### src/rtl/bbl_pkg.sv
package bbl_pkg;
  localparam logic [2:0] MODE_ASYNC_PERIPH = 3'b101;

  function automatic logic mode_enables(input logic [2:0] code);
    return code == MODE_ASYNC_PERIPH;
  endfunction

  function automatic logic strobe_hit(input logic cs, input logic wr, input logic [2:0] code);
    return cs && wr && mode_enables(code);
  endfunction
endpackage

### src/rtl/burst_timer.sv
module burst_timer #(
  parameter int HALF_CLKS = 4
) (
  input  logic clk,
  input  logic rst_n,
  input  logic start,
  input  logic run,
  output logic half_done
);
  localparam int CW = (HALF_CLKS > 1) ? $clog2(HALF_CLKS) : 1;
  localparam logic [CW-1:0] LAST_CNT = CW'(HALF_CLKS - 1);

  logic [CW-1:0] cnt;

  assign half_done = run && !start && (cnt == LAST_CNT);

  always_ff @(posedge clk or negedge rst_n) begin
    if (!rst_n)                 cnt <= '0;
    else if (start || half_done) cnt <= '0;
    else if (run)               cnt <= cnt + 1'b1;
  end

  AST_CNT_IN_RANGE: assert property (@(posedge clk) disable iff (!rst_n)
    int'(cnt) < HALF_CLKS);
  AST_START_CLEARS: assert property (@(posedge clk) disable iff (!rst_n)
    start |=> cnt == '0);
endmodule

### src/rtl/byte_serializer.sv
module byte_serializer #(
  parameter int DATA_W = 8
) (
  input  logic              clk,
  input  logic              rst_n,
  input  logic              load,
  input  logic [DATA_W-1:0] load_data,
  input  logic              shift,
  output logic              ser_bit
);
  logic [DATA_W-1:0] shreg;

  assign ser_bit = shreg[DATA_W-1];

  always_ff @(posedge clk or negedge rst_n) begin
    if (!rst_n)     shreg <= '0;
    else if (load)  shreg <= load_data;
    else if (shift) shreg <= {shreg[DATA_W-2:0], 1'b0};
  end

  AST_LOAD_MSB: assert property (@(posedge clk) disable iff (!rst_n)
    load |=> ser_bit == $past(load_data[DATA_W-1]));
  AST_HOLD_NO_SHIFT: assert property (@(posedge clk) disable iff (!rst_n)
    !load && !shift |=> $stable(ser_bit));
endmodule

### src/rtl/byte_burst_loader.sv
module byte_burst_loader #(
  parameter int DATA_W    = 8,
  parameter int HALF_CLKS = 4
) (
  input  logic              clk,
  input  logic              rst_n,
  input  logic [2:0]        mode_sel,
  input  logic              host_cs,
  input  logic              host_wr,
  input  logic [DATA_W-1:0] host_data,
  output logic              busy,
  output logic              burst_clk,
  output logic              ser_data,
  output logic              overrun
);
  import bbl_pkg::*;

  localparam int HALVES = 2 * DATA_W + 1;
  localparam int HW     = $clog2(HALVES + 1);
  localparam logic [HW-1:0] LAST_HALF = HW'(HALVES - 1);
  localparam logic [HW-1:0] LAST_HIGH = HW'(HALVES - 2);

  logic [HW-1:0] half_idx;
  logic          wr_hit, accept, collide, half_done;
  logic          half_high, at_last;
  logic          rise_evt, fall_evt, end_evt, shift_evt;

  assign wr_hit    = strobe_hit(host_cs, host_wr, mode_sel);
  assign accept    = wr_hit && !busy;
  assign collide   = wr_hit && busy;
  assign half_high = half_idx[0];
  assign at_last   = (half_idx == LAST_HALF);
  assign rise_evt  = half_done && !half_high && !at_last;
  assign fall_evt  = half_done && half_high;
  assign end_evt   = half_done && at_last;
  assign shift_evt = fall_evt && (half_idx != LAST_HIGH);

  burst_timer #(.HALF_CLKS(HALF_CLKS)) u_timer (
    .clk(clk), .rst_n(rst_n), .start(accept), .run(busy), .half_done(half_done)
  );

  byte_serializer #(.DATA_W(DATA_W)) u_ser (
    .clk(clk), .rst_n(rst_n), .load(accept), .load_data(host_data),
    .shift(shift_evt), .ser_bit(ser_data)
  );

  always_ff @(posedge clk or negedge rst_n) begin
    if (!rst_n) begin
      busy      <= 1'b0;
      half_idx  <= '0;
      burst_clk <= 1'b0;
    end else if (accept) begin
      busy      <= 1'b1;
      half_idx  <= '0;
      burst_clk <= 1'b0;
    end else if (end_evt) begin
      busy      <= 1'b0;
      half_idx  <= '0;
    end else if (half_done) begin
      half_idx  <= half_idx + 1'b1;
      burst_clk <= rise_evt;
    end
  end

  always_ff @(posedge clk or negedge rst_n) begin
    if (!rst_n)       overrun <= 1'b0;
    else if (collide) overrun <= 1'b1;
  end

  AST_ACCEPT_SETS_BUSY: assert property (@(posedge clk) disable iff (!rst_n)
    accept |=> busy);
  AST_END_CLEARS_BUSY: assert property (@(posedge clk) disable iff (!rst_n)
    end_evt |=> !busy && !burst_clk);
  AST_CLK_LOW_IDLE: assert property (@(posedge clk) disable iff (!rst_n)
    !busy |-> !burst_clk);
  AST_DATA_MOVES_LOW: assert property (@(posedge clk) disable iff (!rst_n)
    busy && !$stable(ser_data) |-> !burst_clk);
  AST_COLLIDE_FLAGS: assert property (@(posedge clk) disable iff (!rst_n)
    collide |=> overrun);
  AST_OVERRUN_STICKY: assert property (@(posedge clk) disable iff (!rst_n)
    overrun |=> overrun);
  AST_COLLIDE_NO_RESTART: assert property (@(posedge clk) disable iff (!rst_n)
    collide && !half_done |=> $stable(half_idx) && busy);
  AST_IDLE_NO_START: assert property (@(posedge clk) disable iff (!rst_n)
    !busy && !wr_hit |=> !busy);
endmodule

### config.mk
export PLATFORM = sky130hd
export DESIGN_NAME = byte_burst_loader
export DESIGN_NICKNAME = d
export VERILOG_FILES = /design/src/rtl/bbl_pkg.sv /design/src/rtl/burst_timer.sv /design/src/rtl/byte_serializer.sv /design/src/rtl/byte_burst_loader.sv
export SDC_FILE = /design/constraint.sdc
export NUM_CORES = 1
export LEC_CHECK = 0
export ABC_CLOCK_PERIOD_IN_PS = 2850
export CAP_MARGIN = 40
export CORE_MARGIN = 2
export CORE_UTILIZATION = 45
export CTS_BUF_LIST = sky130_fd_sc_hd__clkbuf_16
export DETAILED_ROUTE_END_ITERATION = 10
export DONT_BUFFER_PORTS = 1
export HOLD_SLACK_MARGIN = 0.03
export RECOVER_POWER = 100
export SLEW_MARGIN = 5
export SYNTH_ARGS = -nofsm -noshare
export SYNTH_HDL_FRONTEND = slang
export SYNTH_SLANG_ARGS = --single-unit
### constraint.sdc
create_clock -name clk -period 2.85 [get_ports clk]
set_input_delay 0.1425 -clock clk [delete_from_list [all_inputs] [get_ports clk]]
set_output_delay 0.1425 -clock clk [all_outputs]
set_load 0.05 [all_outputs]
Yosys cells after proc, flatten, opt, wreduce, memory -nomap -nowiden
Cells that the tools add are included.
- logic and storage cells: 47
- register bits: 18
- input port bits: 15
- output and inout bits: 4
- multiplexer cells: 12
- $add $sub $neg: 2
- equality and inequality tests: 5
- reduce and logical (&&, ||, !) cells: 22
- operators with widths (cell ; number):
    $mux 8 ; 2
    $mux 5 ; 3
    $logic_and 1x1->1 ; 11
    $reduce_bool 2->1 ; 4
    $add 5x1->5 const B ; 1
    $eq 5x5->1 const B ; 1
    $mux 1 ; 5
    $ne 5x4->1 const B ; 1
    $logic_not 1->1 ; 4
    $mux 2 ; 2
    $eq 3x3->1 const B ; 1
    $reduce_bool 3->1 ; 1
    $add 2x1->2 const B ; 1
    $eq 2x2->1 const B ; 1
    $ne 2x1->1 const B ; 1
    $reduce_and 2->1 ; 1
    $logic_or 1x1->1 ; 1

Depth between registers and ports, before layout
- word-level depth: 11
- depth in mapped cells: 7
- mapped depth without buffers: 6

Hierarchy
A second synthesis with hierarchy kept.
- cell total of the unflattened synthesis: 88
- area, all modules: 917.1 um^2
- by module, submodules not included (module ; area each (um^2) ; cells each ; instances ; seq. area each (um^2)):
    byte_burst_loader ; 434.2 ; 44 ; 1 ; 200.2
    byte_serializer ; 369.1 ; 34 ; 1 ; 200.2
    burst_timer ; 113.9 ; 10 ; 1 ; 50.0

Worst setup path before layout
OpenSTA, ideal clock, no wires.
- path kind: register to register
- start: reg half_idx[0]
- end: reg u_ser.shreg[6]
- stages on the path, launching flop included: 8
- data required time: 2.725 ns
- data arrival time: 1.842 ns
- setup time: 0.125 ns
- path slack: 0.884 ns
- period minus slack after synthesis: 1.966 ns
- cells stage by stage: dfrtp_1 -> ha_1 -> and3_1 -> ha_1 -> and4b_1 -> buf_6 -> mux2_4 -> mux2_2
- longest elaborated chain between the ends: 3
- RTL lines (item ; RTL line ; text):
    from (decl) ; byte_burst_loader.sv:23 ; logic [HW-1:0] half_idx;
    from (signal assigned) ; byte_burst_loader.sv:60 ; half_idx <= half_idx + 1'b1;
    $ne 5x4->1 or $logic_and 1x1->1 (tied branches) ; byte_burst_loader.sv:36, byte_burst_loader.sv:34 ;
    $logic_and 1x1->1 * ; byte_burst_loader.sv:36 ; assign shift_evt = fall_evt && (half_idx != LAST_HIGH);
    $reduce_bool 2->1 (no line) * ; -- ;
    to (signal assigned) ; byte_serializer.sv:17 ; else if (load) shreg <= load_data;
    to (signal assigned) ; byte_serializer.sv:18 ; else if (shift) shreg <= {shreg[DATA_W-2:0], 1'b0};
    to (decl) ; byte_serializer.sv:11 ; logic [DATA_W-1:0] shreg;
Every way passes the cells marked *; elsewhere a longest branch is shown, timed or not.
A chain may end at the register's enable or synchronous reset.

Worst setup path after layout
Ends and elaborated chain as after synthesis.

==> impl_metrics.ini <==
[status]
outcome = finished, final reports clean

[run]
maxCapViolations = 0

[setup_path]
endpoint_kind = flop
critical-path-slowest-cell = dfrtp_1
r2r-start = half_idx[0]
crit_top_cell = ha_1
worst-path-max-fanout = 9
crit_type = reg2reg
crit_path_cell_trace = ha_1 -> and3_1 -> ha_1 -> and4b_1 -> mux2_1 -> mux2_2
cp-startpoint = half_idx[0]
required_ps = 2980
start_kind = flop
arrival_ps = 2310
slowest_delay_ps = 430

[detailed_routing]
drtAntennaViolNets = 0
viasPerCell = 5.54
dr.first_iter.drc_count = 10
num_vias = 620
post-route-drc-count = 0
avgRoutedWirePerCell_um = 15.0
firstDrtPassIters = 4
routed_wl_um = 1690

[placement]
gp_congestion = 0.687
dpl.hpwl_um = 1230
dp_cells = 106
dpl_cell_area_um2 = 927
io_buffers = 0

[power]
ir_worst_vdd_uv = 595
leakage_nw = 0.449
power_mw = 1.06
power_density_nw_per_um2 = 1040

[clock_tree]
cts_tree = yes
cts_buffers = 3
cts.reportedPaths.clkPinSlew_ps = 50
clockBufferDepth = 2
cts_htree_levels = 1
post_cts_resized = 0
clkSinkCount = 18
clockRootBuffer = clkbuf_16
clk_latency_ps = 240

[timing]
tightest_slew_ps = 768
clock_skew_ps = 4.44
setup_tns_ps = 0
fin_crit_ps = 2180
finalMaxSlewViolations = 0
hold_viol_final = 0
fin_crit_sh = 0.765
slew_headroom = 0.486
setup_viol = 0
rsz0062_at_grt = no
fin_hold_ws_ps = 45.4
fmaxAchievable_mhz = 459

[grt]
grt.overflow.total = 0
grt_pass1_wl_um = 2970
grt_max_degree = 19
grt_usage = 0.162
grt_pass1_vias = 635
antenna_found_initial = 0

[floorplan]
die_h_um = 49.1
num_rows = 16
core_area_um2 = 1940
die-area_um2 = 2410
fp.dieW_um = 49.1
initial_utilization = 0.470
io_pins = 19

[final_layout]
final_cells = 112
stdcell_area_um2 = 1010
area_growth_pct = 11.1
nets = 105
drive_gt1_frac = 0.0588
antenna_cells = 0

[synthesis]
yosysMostFrequentCell = dfrtp_1
synth_area_leaders = dfrtp_1 (49%), a221o_1 (5.5%), ha_1 (5.5%), and2_0 (3.4%), mux2_4 (3.3%)
syn-cell-area_um2 = 913
synth_common_cells = dfrtp_1 (18), nand2_1 (6), a221o_1 (5), and2_0 (5), ha_1 (4)
yosysSeqAreaShare = 0.493
ys.flop_type = dfrtp_1
synth_edf_count = 0
synth_fp_nets = 100
ys.warnings.count = 0
ys_ff_latch = 18
avgSynthCellArea_um2 = 11.3
synth_area_leader_cell = dfrtp_1
synthDistinctLibCells = 30
async_flop_share = 1.00
synth_top_area_frac = 0.493
synthCells = 81

[min_path]
hp-class = in2reg
hp-start = host_data[4]
==> state kept, by name (all words and copies together) (netlist names) <==
name         count
burst_clk        1
u_ser.shreg      8
busy             1
half_idx         5
u_timer.cnt      2
overrun          1
==> worst max-delay path, delay by kind of cell, from the launching register on <==
| kind | cells | cell delay (ps) |
|---|---|---|
| multiplexers | 2 | 620 |
| AND/OR/NAND/NOR | 2 | 610 |
| flip-flops | 1 | 430 |
| adder cells (fa/ha/maj) | 2 | 400 |
==> cell type report <==
| type | count | area (µm²) |
|---|---|---|
| Clock buffer | 3 | 75.1 |
| Clock inverter | 1 | 3.75 |
| Fill cell | 178 | 927 |
| Inverter | 3 | 11.3 |
| Multi-Input combinational cell | 57 | 417 |
| Sequential cell | 18 | 450 |
| Tap cell | 27 | 33.8 |
| Timing Repair Buffer | 3 | 23.8 |
==> power breakdown <==
part	internal (mW)	leakage, nW	switching, mW
registers	0.366	0.226	0.163
clock network	0.186	0.0385	0.0890
logic	0.130	0.185	0.123
total	0.683	0.449	0.375
==> final timing paths <==
check	to	slack, ps	cells after the start
worst max-delay path	u_ser.shreg[6]	670	6
max in group asynchronous	half_idx[3]	1950	1
min in group asynchronous	u_ser.shreg[2]	420	1
worst min register to register	u_ser.shreg[4]	510	1
worst min-delay path	u_ser.shreg[4]	50	1
worst max register to register	u_ser.shreg[6]	670	6
==> per-stage QoR <==
step                setup slack, ps  utilization
finish                          671        0.523
CTS                             629        0.528
global placement                734        0.477
floorplan                       884            -
global route                    546        0.523
detailed placement              645        0.477
==> metal layers <==
layer	up-vias	wire [µm]	global-route usage
li1	304	-	-
met1	305	758	0.209
met2	9	851	0.265
met3	2	61	0.0337
met4	0	13	0.0714
met5	-	0	0
==> layout by cell type (no fill, tap or decap) <==
master	netlist	layout
nand2b_1	3	3
or3_1	1	1
nand2_1	6	6
clkbuf_1	0	1
and2_0	5	6
o22ai_1	1	1
o21ai_0	1	4
clkinv_1	0	1
and4b_1	2	2
nor2b_1	1	1
and4bb_1	1	1
mux2_2	2	2
clkbuf_16	0	3
nor2_1	2	2
inv_1	3	3
and3_1	1	1
mux2_1	0	2
dlygate4sd3_1	0	2
nand3_1	3	3
nand3b_1	1	1
o21bai_1	1	1
ha_1	4	4
a221o_1	5	5
a31o_1	2	2
a21o_1	2	2
a21oi_1	2	2
nor3_1	2	2
a32o_1	1	1
dfrtp_1	18	18
and2_1	2	1
xor2_1	1	1
==> kinds of logic (layout without fill, tap and decap cells) <==
group | after synthesis | in the layout | synth area share
simple gates | 30 | 30 | 0.193
compound gates | 18 | 18 | 0.149
flops | 18 | 18 | 0.493
buf+inv | 6 | 10 | 0.0425
fa+ha+maj | 4 | 4 | 0.0548
mux | 4 | 4 | 0.0575
xor+xnor | 1 | 1 | 0.00959
==> repair_timing <==
action / in CTS / in global routing
endpoints found under the hold margin: 19 / 0
buffers inserted: 0 / 0
hold buffers: 2 / 0
Note: power is estimated with default switching activity, not from simulation.
